<file path="config.mk">
export PLATFORM = sky130hd
export DESIGN_NAME = pmap_bus_mapper
export DESIGN_NICKNAME = d
export VERILOG_FILES = /design/src/rtl/pmap_pkg.sv /design/src/rtl/pmap_cfg_regs.sv /design/src/rtl/pmap_addr_xlate.sv /design/src/rtl/pmap_route.sv /design/src/rtl/pmap_bus_mapper.sv
export SDC_FILE = /design/constraint.sdc
export NUM_CORES = 1
export LEC_CHECK = 0
export BUFFER_PORTS_ARGS = -buffer_cell sky130_fd_sc_hd__buf_4
export CAP_MARGIN = 20
export CORE_UTILIZATION = 46
export DETAILED_ROUTE_END_ITERATION = 6
export GPL_TIMING_DRIVEN = 0
export PLACE_DENSITY = 0.76
export SLEW_MARGIN = 0
export SYNTH_ARGS = -nofsm -noshare
export SYNTH_HDL_FRONTEND = slang
export SYNTH_HIERARCHICAL = 1
export SYNTH_SLANG_ARGS = --single-unit
</file>
<file path="constraint.sdc">
create_clock -name clk_i -period 1.26 [get_ports clk_i]
set_input_delay 0.063 -clock clk_i [delete_from_list [all_inputs] [get_ports clk_i]]
set_output_delay 0.063 -clock clk_i [all_outputs]
set_load 0.1 [all_outputs]
</file>
<file path="src/rtl/pmap_pkg.sv">
package pmap_pkg;
  localparam int ADDR_W    = 16;
  localparam int PAGE_BITS = 4;
  localparam int NUM_PAGES = 1 << PAGE_BITS;
  localparam int HOLE_PAGE = 14;
  localparam int HOLE_BIT  = 11;
  localparam int SWAP_BIT  = ADDR_W - 2;
  typedef logic [PAGE_BITS-1:0] page_t;
  typedef logic [ADDR_W-1:0]    addr_t;
endpackage

</file>
<file path="src/rtl/pmap_cfg_regs.sv">
module pmap_cfg_regs
  import pmap_pkg::*;
(
  input  logic                 clk_i,
  input  logic                 rst_ni,
  input  logic                 cfg_we_i,
  input  page_t                cfg_page_i,
  input  logic                 cfg_map_i,
  input  logic                 cfg_prot_i,
  output logic [NUM_PAGES-1:0] map_q_o,
  output logic [NUM_PAGES-1:0] prot_q_o
);
  localparam int PROT_LO = NUM_PAGES / 2;

  for (genvar g = 0; g < NUM_PAGES; g++) begin : g_page
    logic hit;
    assign hit = cfg_we_i && (cfg_page_i == page_t'(g));

    always_ff @(posedge clk_i or negedge rst_ni) begin
      if (!rst_ni)  map_q_o[g] <= 1'b0;
      else if (hit) map_q_o[g] <= cfg_map_i;
    end

    if (g >= PROT_LO) begin : g_prot
      always_ff @(posedge clk_i or negedge rst_ni) begin
        if (!rst_ni)  prot_q_o[g] <= 1'b0;
        else if (hit) prot_q_o[g] <= cfg_prot_i;
      end
    end else begin : g_noprot
      assign prot_q_o[g] = 1'b0;  // low half is plain RAM
    end
  end

  // a write lands in the addressed page
  a_r8_cfg_write: assert property (@(posedge clk_i) disable iff (!rst_ni)
    cfg_we_i |=> map_q_o[$past(cfg_page_i)] == $past(cfg_map_i));
  // low-half protect state never set
  a_r6_low_unprot: assert property (@(posedge clk_i) disable iff (!rst_ni)
    prot_q_o[PROT_LO-1:0] == '0);
endmodule

</file>
<file path="src/rtl/pmap_addr_xlate.sv">
module pmap_addr_xlate
  import pmap_pkg::*;
(
  input  addr_t cpu_addr_i,
  input  logic  swap_en_i,
  output addr_t eff_addr_o,
  output page_t page_o,
  output logic  hole_o,
  output logic  upper_o
);
  logic swap_act;
  assign swap_act   = swap_en_i && !cpu_addr_i[ADDR_W-1];
  assign eff_addr_o = swap_act ? (cpu_addr_i ^ (addr_t'(1) << SWAP_BIT)) : cpu_addr_i;
  assign page_o     = eff_addr_o[ADDR_W-1 -: PAGE_BITS];
  assign upper_o    = page_o[PAGE_BITS-1];
  assign hole_o     = (page_o == page_t'(HOLE_PAGE)) && eff_addr_o[HOLE_BIT];
endmodule

</file>
<file path="src/rtl/pmap_route.sv">
module pmap_route (
  input  logic map_en_i,
  input  logic map_bit_i,
  input  logic prot_bit_i,
  input  logic upper_i,
  input  logic hole_i,
  input  logic rw_i,
  output logic sram_cs_o,
  output logic sram_we_o,
  output logic xcvr_en_o,
  output logic xcvr_to_cpu_o
);
  logic onboard, blocked;
  assign onboard       = map_en_i && map_bit_i && !hole_i;
  // protected write: drop the access on both sides
  assign blocked       = onboard && !rw_i && upper_i && prot_bit_i;
  assign sram_cs_o     = onboard && !blocked;
  assign sram_we_o     = sram_cs_o && !rw_i;
  assign xcvr_en_o     = !onboard;
  assign xcvr_to_cpu_o = rw_i;
endmodule

</file>
<file path="src/rtl/pmap_bus_mapper.sv">
module pmap_bus_mapper
  import pmap_pkg::*;
(
  input  logic        clk_i,
  input  logic        rst_ni,
  input  logic        cfg_we_i,
  input  logic [3:0]  cfg_page_i,
  input  logic        cfg_map_i,
  input  logic        cfg_prot_i,
  input  logic        map_en_i,
  input  logic        swap_en_i,
  input  logic [15:0] cpu_addr_i,
  input  logic        cpu_rw_i,
  output logic [15:0] sram_addr_o,
  output logic        sram_cs_o,
  output logic        sram_we_o,
  output logic        xcvr_en_o,
  output logic        xcvr_to_cpu_o
);
  logic [NUM_PAGES-1:0] map_q, prot_q;
  addr_t eff_addr;
  page_t page;
  logic  hole, upper;

  pmap_cfg_regs u_cfg (
    .clk_i, .rst_ni, .cfg_we_i, .cfg_page_i, .cfg_map_i, .cfg_prot_i,
    .map_q_o(map_q), .prot_q_o(prot_q)
  );

  pmap_addr_xlate u_xlate (
    .cpu_addr_i, .swap_en_i,
    .eff_addr_o(eff_addr), .page_o(page), .hole_o(hole), .upper_o(upper)
  );

  pmap_route u_route (
    .map_en_i, .map_bit_i(map_q[page]), .prot_bit_i(prot_q[page]),
    .upper_i(upper), .hole_i(hole), .rw_i(cpu_rw_i),
    .sram_cs_o, .sram_we_o, .xcvr_en_o, .xcvr_to_cpu_o
  );

  assign sram_addr_o = eff_addr;

  a_r2_exclusive: assert property (@(posedge clk_i) disable iff (!rst_ni)
    !(sram_cs_o && xcvr_en_o));
  a_r4_io_hole: assert property (@(posedge clk_i) disable iff (!rst_ni)
    (sram_addr_o[15:11] == 5'b11101) |-> (xcvr_en_o && !sram_cs_o));
  a_r9_global_off: assert property (@(posedge clk_i) disable iff (!rst_ni)
    !map_en_i |-> (xcvr_en_o && !sram_cs_o));
  a_r10_we_needs_cs: assert property (@(posedge clk_i) disable iff (!rst_ni)
    sram_we_o |-> (sram_cs_o && !cpu_rw_i));
  a_r7_upper_noswap: assert property (@(posedge clk_i) disable iff (!rst_ni)
    cpu_addr_i[15] |-> (sram_addr_o == cpu_addr_i));
  a_r3_dir_read: assert property (@(posedge clk_i) disable iff (!rst_ni)
    (cpu_rw_i && xcvr_en_o) |-> xcvr_to_cpu_o);
endmodule

</file>
==> flow_summary.yaml, run 1 <==
detailed_routing:
  drt_iter0_drc: 22
  routed_wl_um: 3030
  route.detailed.wl_per_inst_um: 13.3
  dr_total_vias: 1115
  drt-vias-per-instance: 4.89
  postRouteAntennaNets: 0
  post_route_drc: 0
  dr.pass1.iters: 4
clock_network:
  insertion_delay_ns: 0.31
  tritoncts: "yes"
  cts.clk_slew.worst_paths_ns: 0.13
  cts_root_buffer: "sky130_fd_sc_hd__clkbuf_4"
  cts.sinks: 24
  cts-root-to-sink-buffers: 2
  cts.htree.levels: 1
  cts_buffers: 3
place:
  port-buffer-count: 34
  dpl-instance-area_um2: 2000
  gp_routability_congestion: 0.811
  dp.final_hpwl_um: 2380
worst_setup_path:
  critical_setup_path_kind: "reg -> out"
  crit_path_start_kind: "register"
  worst_ep_required_time_ns: 1.20
  crit_path_end_kind: "output port"
  critical_path_arrival_ns: 1.88
  rrSetupSlack_ns: 0.39
  critical_path_peak_fanout: 3
floorplanning:
  initial_core_util_pct: 48.0
  die-area_um2: 3750
  top_level_i_o_count: 48
  die_width_um: 61.3
  area_of_the_placeable_core_um2: 3360
  num_rows: 21
  dieHeight_um: 61.3
synthesis:
  proportion_of_netlist_area_held_by_the_largest_area_contributor_pct: 37.2
  synth_area_leader: "sky130_fd_sc_hd__dfrtp_1"
  avgSynthCellArea_um2: 12.0
  ranking_of_synthesized_cells_by_area: "sky130_fd_sc_hd__dfrtp_1 37%, sky130_fd_sc_hd__mux2_2 15%, sky130_fd_sc_hd__buf_4 13%, sky130_fd_sc_hd__mux4_1 6.5%, sky130_fd_sc_hd__mux4_2 5.6%"
  netlist_area_um2: 1620
  yosys.cell_types.count: 28
  synth_seq_area_share_pct: 37.2
  postSynthRegisterBits: 24
  synth_warnings: 6
  synthesis.instances: 135
global_route:
  grt_util_all_layers_pct: 17.2
  wire_length_of_the_first_global_routing_pass_um: 4650
  first_global_vias: 1028
  grt_overflow_total: 0
  grt_start_max_net_pins: 25
  number_of_antenna_violations_at_the_first_check_in_global_routing: 0
power_and_ir_drop:
  vdd.ir_drop.worst_mv: 1.19
  p_leak_nw: 1.00
  cellPowerDensity_nw_per_um2: 1240
sta:
  finalHoldWorstSlack_ns: 0.0346
  finalHoldViolations: 0
  finalWorstSetupSlack_ns: -0.686
  final-max-slew-violation-count: 0
  setup_violations: 3
  clock-skew-final_ns: 0
  max_freq_ghz: 0.514
  grt_setup_unrepaired: "true"
  finalCritPeriodShare_pct: 154
  period_minus_slack_ns: 1.95
layout:
  syn2layout_area_growth_pct: 31.5
  most_common_library_cell_in_the_layout_ignoring_fill_and_taps: "sky130_fd_sc_hd__buf_4"
  finalNetCount: 211
  most-common-layout-cells: "60 x sky130_fd_sc_hd__buf_4, 24 x sky130_fd_sc_hd__dfrtp_1, 21 x sky130_fd_sc_hd__mux2_2"
  antenna_cells_inserted: 0
  final_layout_size_suffix_gt1_share_pct: 62.6
  design_area_um2: 2120
flow_run:
  maxcap_viol_count: 0
status:
  run_status: "complete, but fails checks"
  violations_in_the_final_reports: "negative setup slack"
worst_hold_path:
  timing.hold.worst.class: "in -> reg"
## cells in the mapped netlist (all sizes together)
cell    number
dfrtp       24
nor3         1
clkbuf       3
nand2b       4
mux2        24
nor3b        1
a22oi        2
xnor2        1
or3          1
conb         1
nand3        6
nor2b        2
mux4         8
nor2        12
nand2        5
buf         31
nand3b       6
a31oi        1
a211oi       1
inv          1
## metrics by stage
step           util, %  setup TNS (ns)  total power, W  setup slack, ns  cells
2_1_floorplan        -           -3.09         0.00181            -1.40    142
3_3_place_gp      59.4           -1.75         0.00200           -0.619    222
3_5_place_dp      59.4           -1.87         0.00203           -0.664    222
4_1_cts           62.9           -2.05         0.00265           -0.692    227
5_1_grt           63.2           -2.24         0.00277           -0.758    228
6_report          63.2           -2.03         0.00264           -0.686    228
## logic make-up after synthesis
logic type | share of synthesized area [%]
simple gates | 14.7
buf+inv | 15.5
mux | 29.3
flops | 37.2
compound gates | 2.09
xor+xnor | 1.01
other cells | 0.232
## report_power, final
part / internal (W) / switching [W]
clock network: 0.000321 / 0.000233
registers: 0.000947 / 0.0000929
logic: 0.000478 / 0.000572
total: 0.00175 / 0.000898
## layout make-up
class / count / area [µm²]
Sequential cell: 24 / 601
Inverter: 1 / 3.75
Buffer: 34 / 250
Clock buffer: 3 / 22.5
Tap cell: 46 / 57.6
Clock inverter: 1 / 30.0
Fill cell: 276 / 1240
Timing Repair Buffer: 36 / 305
Multi-Input combinational cell: 83 / 855
## final timing paths
path / cells after the start / end / start
max in group asynchronous: 2 / u_cfg/map_q_o[14] / rst_ni
worst max-delay path: 6 / sram_cs_o / u_cfg/map_q_o[2]
worst min register to register: 1 / u_cfg/map_q_o[9] / u_cfg/map_q_o[9]
min in group asynchronous: 2 / u_cfg/prot_q_o[9] / rst_ni
worst max register to register: 2 / u_cfg/map_q_o[3] / u_cfg/map_q_o[3]
worst min-delay path: 2 / u_cfg/prot_q_o[8] / cfg_prot_i
## metal layers
| layer | vias up | share of wire, % | GRT usage (%) |
|---|---|---|---|
| li1 | 534 | - | - |
| met1 | 538 | 41 | 21.1 |
| met2 | 39 | 53 | 31.1 |
| met3 | 4 | 5.5 | 1.89 |
| met4 | 0 | 0.83 | 6.17 |
| met5 | - | 0 | 0 |
## state kept, by name (all words and copies together) (netlist names)
signal	count
u_cfg/map_q_o	16
u_cfg/prot_q_o	8
## what timing repair did
item / in CTS / in global routing
pin swaps: 6 / 1
hold endpoints to repair: 24 / 0
setup endpoints to repair: 3 / 3
setup buffers: 0 / 1
gates resized for setup: 16 / 0
hold buffers: 1 / 0
## critical path: stages, from the launching register on
cell and delay (ns):
sky130_fd_sc_hd__dfrtp_1 0.41, sky130_fd_sc_hd__mux4_2 0.47, sky130_fd_sc_hd__a22oi_2 0.20, sky130_fd_sc_hd__nand3_2 0.12
sky130_fd_sc_hd__nand3b_4 0.13, sky130_fd_sc_hd__a31oi_4 0.05, sky130_fd_sc_hd__buf_12 0.17
Note: power is estimated with default switching activity, not from simulation.
==> run 2, diff against run 1 <==
--- a/config.mk
+++ b/config.mk
@@ -10,7 +10,7 @@
 export CORE_UTILIZATION = 46
 export DETAILED_ROUTE_END_ITERATION = 6
 export GPL_TIMING_DRIVEN = 0
-export PLACE_DENSITY = 0.76
+export PLACE_DENSITY = 0.81
 export SLEW_MARGIN = 0
 export SYNTH_ARGS = -nofsm -noshare
 export SYNTH_HDL_FRONTEND = slang
==> constraint.sdc (replaced) <==
create_clock -name clk_i -period 1.26 [get_ports clk_i]
set_input_delay 0.063 -clock clk_i [delete_from_list [all_inputs] [get_ports clk_i]]
set_output_delay 0.063 -clock clk_i [all_outputs]
set_load 0.01 [all_outputs]
==> run 2 against run 1 <==
Compared with the run above:
- the flow still finishes with violations (negative setup slack)
- sequential power about the same
- total power fell by 15%
- via count fell by 0.18%
- highest routed layer unchanged
- clock skew did not move
- critical path depth unchanged
==> flow_summary.yaml, run 2 (synthesis results as in run 1) <==
sta:
  setup_violations: 3
  finalHoldViolations: 0
  finalCritPeriodShare_pct: 146
  max_freq_ghz: 0.543
  period_minus_slack_ns: 1.84
  finalWorstSetupSlack_ns: -0.583
  clock-skew-final_ns: 0
  grt_setup_unrepaired: "true"
  final-max-slew-violation-count: 0
power_and_ir_drop:
  cellPowerDensity_nw_per_um2: 1100
  netSwitchingFraction_pct: 24.9
  intPower_w: 0.00169
  power.share.sequential_pct: 45.6
  vdd.ir_drop.worst_mv: 0.656
  p_switching_w: 0.000561
  combPwrFrac_pct: 29.5
  p_leak_nw: 0.989
  part_of_the_power_in_the_clock_network_pct: 25.0
  totalPowerFinal_w: 0.00225
status:
  run_status: "complete, but fails checks"
  violations_in_the_final_reports: "negative setup slack"
detailed_routing:
  post_route_drc: 0
  route.detailed.wl_per_inst_um: 12.5
  drt_iter0_drc: 35
  postRouteAntennaNets: 0
  drt-vias-per-instance: 4.90
  dr_total_vias: 1113
  dr.pass1.iters: 4
  routed_wl_um: 2830
layout:
  antenna_cells_inserted: 0
  regMostFlops: "u_cfg/map_q_o"
  most_common_library_cell_in_the_layout_ignoring_fill_and_taps: "sky130_fd_sc_hd__buf_4"
  final_layout_size_suffix_gt1_share_pct: 59.7
  finalNetCount: 210
  layout.core_utilization_pct: 60.6
  largest_reg_flops: 16
  syn2layout_area_growth_pct: 26.2
  reg_top3: "u_cfg/map_q_o x16, u_cfg/prot_q_o x8"
  most-common-layout-cells: "63 x sky130_fd_sc_hd__buf_4, 24 x sky130_fd_sc_hd__dfrtp_1, 21 x sky130_fd_sc_hd__mux2_2"
flow_run:
  maxcap_viol_count: 0
floorplanning:
  initial_core_util_pct: 48.0
  die_width_um: 61.3
  num_rows: 21
  area_of_the_placeable_core_um2: 3360
  die-area_um2: 3750
  dieHeight_um: 61.3
  top_level_i_o_count: 48
worst_setup_path:
  critical_setup_path_kind: "reg -> out"
  critical_path.slowest_cell: "sky130_fd_sc_hd__mux4_2"
  crit_path_max_incr_delay_ns: 0.47
  critical_path_arrival_ns: 1.78
  worst_ep_required_time_ns: 1.20
  critical_path_buf_inv_count: 1
  timing.critical_path.cells: "mux4_2 -> a22oi_2 -> nand3_2 -> nand3b_4 -> a211oi_2 -> buf_4"
  crit_family: "multiplexers"
  critical_path_peak_fanout: 3
  crit_path_start_kind: "register"
  crit_path_end_kind: "output port"
place:
  dp.final_hpwl_um: 2220
  gp_routability_congestion: 0.836
  detailedPlace.worstSlack_ns: -0.441
  port-buffer-count: 34
clock_network:
  cts-root-to-sink-buffers: 2
  cts.htree.levels: 1
  cts_root_buffer: "sky130_fd_sc_hd__clkbuf_4"
  cts.sinks: 24
  tritoncts: "yes"
  post_cts_setup_buffer_count: 0
  insertion_delay_ns: 0.32
  cts.clk_slew.worst_paths_ns: 0.13
  cts_buffers: 3
global_route:
  first_global_vias: 1000
  grt_overflow_total: 0
  grt_util_all_layers_pct: 16.1
  grt_start_max_net_pins: 25
  wire_length_of_the_first_global_routing_pass_um: 4370
  number_of_antenna_violations_at_the_first_check_in_global_routing: 0
worst_hold_path:
  timing.hold.worst.class: "in -> reg"
==> run 2: changes by cell type in the layout (fill, tap and decap cells not counted), moves of 2 or more <==
cell / before / now
sky130_fd_sc_hd__mux4_1: 2 / 4
sky130_fd_sc_hd__mux4_2: 6 / 4
sky130_fd_sc_hd__buf_4: 60 / 63
sky130_fd_sc_hd__buf_12: 2 / 0
==> run 2: what timing repair did <==
action	in CTS	in global routing
endpoints found under the hold margin	24	0
resized for setup	0	2
hold buffers	1	0
pin swaps	0	1
setup endpoints to repair	3	3
==> run 2: cell type report <==
type / instances / area, µm²
timing repair buffer: 35 / 265
inverter: 1 / 3.75
buffer: 34 / 246
sequential: 24 / 601
tap: 46 / 57.6
clock inverter: 1 / 30.0
clock buffer: 3 / 22.5
multi-input combinational: 83 / 812
fill: 294 / 1330
==> run 2: final timing paths <==
path / depth (start not counted) / slack, ns / endpoint / from
max: 6 / -0.58 / sram_we_o / u_cfg/map_q_o[3]
min: 2 / 0.03 / u_cfg/map_q_o[14] / cfg_map_i
max reg2reg: 1 / 0.48 / u_cfg/map_q_o[2] / u_cfg/map_q_o[2]
min reg2reg: 1 / 0.51 / u_cfg/map_q_o[2] / u_cfg/map_q_o[2]
max in group asynchronous: 2 / 0.88 / u_cfg/map_q_o[4] / rst_ni
min in group asynchronous: 2 / 0.16 / u_cfg/map_q_o[9] / rst_ni
==> run 2: power groups by stage <==
stage               Sequential [W]  Combinational (W)  Clock, W
finish                     0.00103           0.000663  0.000562
global route               0.00105           0.000727  0.000598
CTS                        0.00103           0.000658  0.000582
detailed placement         0.00105           0.000654         0
global placement           0.00103           0.000639         0
floorplan                  0.00101           0.000473         0
==> run 2: through the flow <==
| step | cell area (µm²) | instances | TNS (ns) | hold slack (ns) |
|---|---|---|---|---|
| floorplan | 1650 | 142 | -0.156 | -0.233 |
| global placement | 1970 | 222 | -1.23 | -0.0332 |
| detailed placement | 1970 | 222 | -1.25 | -0.0240 |
| CTS | 2030 | 227 | -1.82 | 0.0141 |
| global route | 2040 | 227 | -1.97 | 0.0176 |
| finish | 2040 | 227 | -1.67 | 0.0312 |
==> run 2: layer usage <==
layer,global-route usage [%],vias up,share of wire (%)
met5,0,-,0
met4,5.84,0,0.81
met3,1.26,6,5.3
met2,28.9,41,50
met1,20.3,532,44
li1,-,534,-
==> run 3, diff against run 2 <==
--- a/config.mk
+++ b/config.mk
@@ -11,6 +11,7 @@
 export DETAILED_ROUTE_END_ITERATION = 6
 export GPL_TIMING_DRIVEN = 0
 export PLACE_DENSITY = 0.81
+export RECOVER_POWER = 100
 export SLEW_MARGIN = 0
 export SYNTH_ARGS = -nofsm -noshare
 export SYNTH_HDL_FRONTEND = slang
==> run 3 against run 2 <==
Compared with the run above:
- the run still ends with negative setup slack left
- non-clock buffer count is the same
- via count is essentially flat
- register-to-register slack is essentially flat
- critical path depth is the same
- global-route usage is the same
- utilization shrank 2.5 points
- die area is the same
- combinational power shrank 4.5%
- maximum frequency grew 0.39%
- cell area shrank 4.2%
- worst setup slack gained 0.0072 ns
==> flow_summary.yaml, run 3 (synthesis results as in run 1) <==
global_route:
  number_of_antenna_violations_at_the_first_check_in_global_routing: 0
  grt_util_all_layers_pct: 16.1
  grt.busiest_layer: "met2"
  wire_length_of_the_first_global_routing_pass_um: 4370
  grt_start_max_net_pins: 25
  globalRouteMet2Util_pct: 28.9
  gr-usage-met3_pct: 1.26
  grtUsageMet1_pct: 20.3
  grt_overflow_total: 0
  first_global_vias: 1000
worst_setup_path:
  worst_ep_required_time_ns: 1.20
  timing.critical_path.cells: "mux4_2 -> a22oi_2 -> nand3_2 -> nand3b_4 -> a211oi_2 -> buf_4"
  crit_path_max_incr_delay_ns: 0.47
  critical_path_peak_fanout: 3
  critical_setup_path_kind: "reg -> out"
  critical_path_buf_inv_count: 1
  critical_path_arrival_ns: 1.77
  crit_family: "multiplexers"
  critical_path.reg2reg.startpoint: "u_cfg/map_q_o[2]"
  critical_path.slowest_cell: "sky130_fd_sc_hd__mux4_2"
  critical_path_start: "u_cfg/map_q_o[3]"
  rrSetupSlack_ns: 0.48
  crit_path_start_kind: "register"
  crit_path_end_kind: "output port"
floorplanning:
  dieHeight_um: 61.3
  area_of_the_placeable_core_um2: 3360
  initial_core_util_pct: 48.0
  die-area_um2: 3750
  num_rows: 21
  die_width_um: 61.3
  top_level_i_o_count: 48
power_and_ir_drop:
  part_of_the_power_in_the_clock_network_pct: 25.2
  cellPowerDensity_nw_per_um2: 1140
  power.share.sequential_pct: 46.3
  p_switching_w: 0.000556
  vdd.ir_drop.worst_mv: 0.647
  netSwitchingFraction_pct: 25.1
  intPower_w: 0.00166
  combPwrFrac_pct: 28.5
  p_leak_nw: 0.909
detailed_routing:
  routed_wl_um: 2850
  drt_iter0_drc: 29
  dr.pass1.iters: 4
  drt-vias-per-instance: 4.91
  postRouteAntennaNets: 0
  dr_total_vias: 1114
  route.detailed.wl_per_inst_um: 12.5
  post_route_drc: 0
layout:
  syn2layout_area_growth_pct: 20.9
  regMostFlops: "u_cfg/map_q_o"
  final_layout_size_suffix_gt1_share_pct: 48.6
  finalNetCount: 210
  layout.core_utilization_pct: 58.1
  final-instance-count-excl-fill: 227
  final.fill_count: 312
  most-common-layout-cells: "44 x sky130_fd_sc_hd__buf_4, 24 x sky130_fd_sc_hd__dfrtp_1, 21 x sky130_fd_sc_hd__clkbuf_1, 21 x sky130_fd_sc_hd__mux2_2, 12 x sky130_fd_sc_hd__nor2_1"
  antenna_cells_inserted: 0
  reg_top3: "u_cfg/map_q_o x16, u_cfg/prot_q_o x8"
  largest_reg_flops: 16
  design_area_um2: 1950
  most_common_library_cell_in_the_layout_ignoring_fill_and_taps: "sky130_fd_sc_hd__buf_4"
sta:
  max_freq_ghz: 0.545
  setup_violations: 3
  finalHoldViolations: 0
  totalNegativeSetupSlack_ns: -1.65
  period_minus_slack_ns: 1.84
  finalCritPeriodShare_pct: 146
  max_slew_margin_pct: 61.0
  final-max-slew-violation-count: 0
  worstMarginPinSlew_ns: 0.585
  finalWorstSetupSlack_ns: -0.576
  grt_setup_unrepaired: "true"
  clock-skew-final_ns: 0
clock_network:
  cts_buffers: 3
  cts.sinks: 24
  tritoncts: "yes"
  cts.clk_slew.worst_paths_ns: 0.13
  insertion_delay_ns: 0.32
  post_cts_setup_buffer_count: 0
  cts.htree.levels: 1
  cts-root-to-sink-buffers: 2
  cts_root_buffer: "sky130_fd_sc_hd__clkbuf_4"
status:
  violations_in_the_final_reports: "negative setup slack"
  run_status: "complete, but fails checks"
worst_hold_path:
  timing.hold.worst.class: "in -> reg"
  hp-start: "cfg_map_i"
place:
  dpl-instance-area_um2: 1970
  detailedPlace.worstSlack_ns: -0.441
  gp_routability_congestion: 0.836
  placed_cells: 222
  dp.final_hpwl_um: 2220
  port-buffer-count: 34
flow_run:
  maxcap_viol_count: 0
## run 3: changes by cell type in the layout (fill, tap and decap cells not counted), sizes merged
cell and delta:
clkbuf +20, buf -20
## run 3: power by group through the flow
| stage | Combinational, W | Clock (W) | Sequential [W] |
|---|---|---|---|
| after floorplan | 0.000473 | 0 | 0.00101 |
| after global placement | 0.000639 | 0 | 0.00103 |
| after detailed placement | 0.000654 | 0 | 0.00105 |
| after CTS | 0.000658 | 0.000582 | 0.00103 |
| after global routing | 0.000696 | 0.000598 | 0.00105 |
| final | 0.000633 | 0.000559 | 0.00103 |
## run 3: per-stage QoR
| step | power, W | hold slack (ns) |
|---|---|---|
| final | 0.00222 | 0.0312 |
| after global routing | 0.00234 | 0.0176 |
| after CTS | 0.00227 | 0.0141 |
| after detailed placement | 0.00170 | -0.0240 |
| after global placement | 0.00167 | -0.0332 |
| after floorplan | 0.00149 | -0.233 |
## run 3: path summary, 6_finish.rpt
kind                                endpoint  cells after the start
max reg2reg                 u_cfg/map_q_o[2]                      1
min reg2reg                 u_cfg/map_q_o[2]                      1
max                                sram_we_o                      6
max in group asynchronous   u_cfg/map_q_o[2]                      2
min in group asynchronous   u_cfg/map_q_o[9]                      2
min                        u_cfg/map_q_o[13]                      2
## run 3: metal layers
layer	part of all wire [%]	vias up	wire length, µm
li1	-	535	-
met1	45	532	1270
met2	49	41	1390
met3	5.7	6	161
met4	0.81	0	23
met5	0	-	0
## run 3: timing repair
item / in CTS / in global routing
setup endpoints to repair: 3 / 3
resized for setup: 0 / 2
pin swaps: 0 / 1
hold endpoints to repair: 24 / 0
hold buffers: 1 / 0
## run 3: cell type report
| type | instances | area, µm² | area share [%] |
|---|---|---|---|
| clock buffers | 3 | 22.5 | 1.15 |
| well taps | 46 | 57.6 | 2.95 |
| flip-flops and latches | 24 | 601 | 30.7 |
| multi-input cells | 83 | 798 | 40.9 |
| repair buffers | 35 | 195 | 9.99 |
| plain buffers | 34 | 245 | 12.6 |
| inverters | 1 | 3.75 | 0.192 |
| clock inverters | 1 | 30.0 | 1.54 |
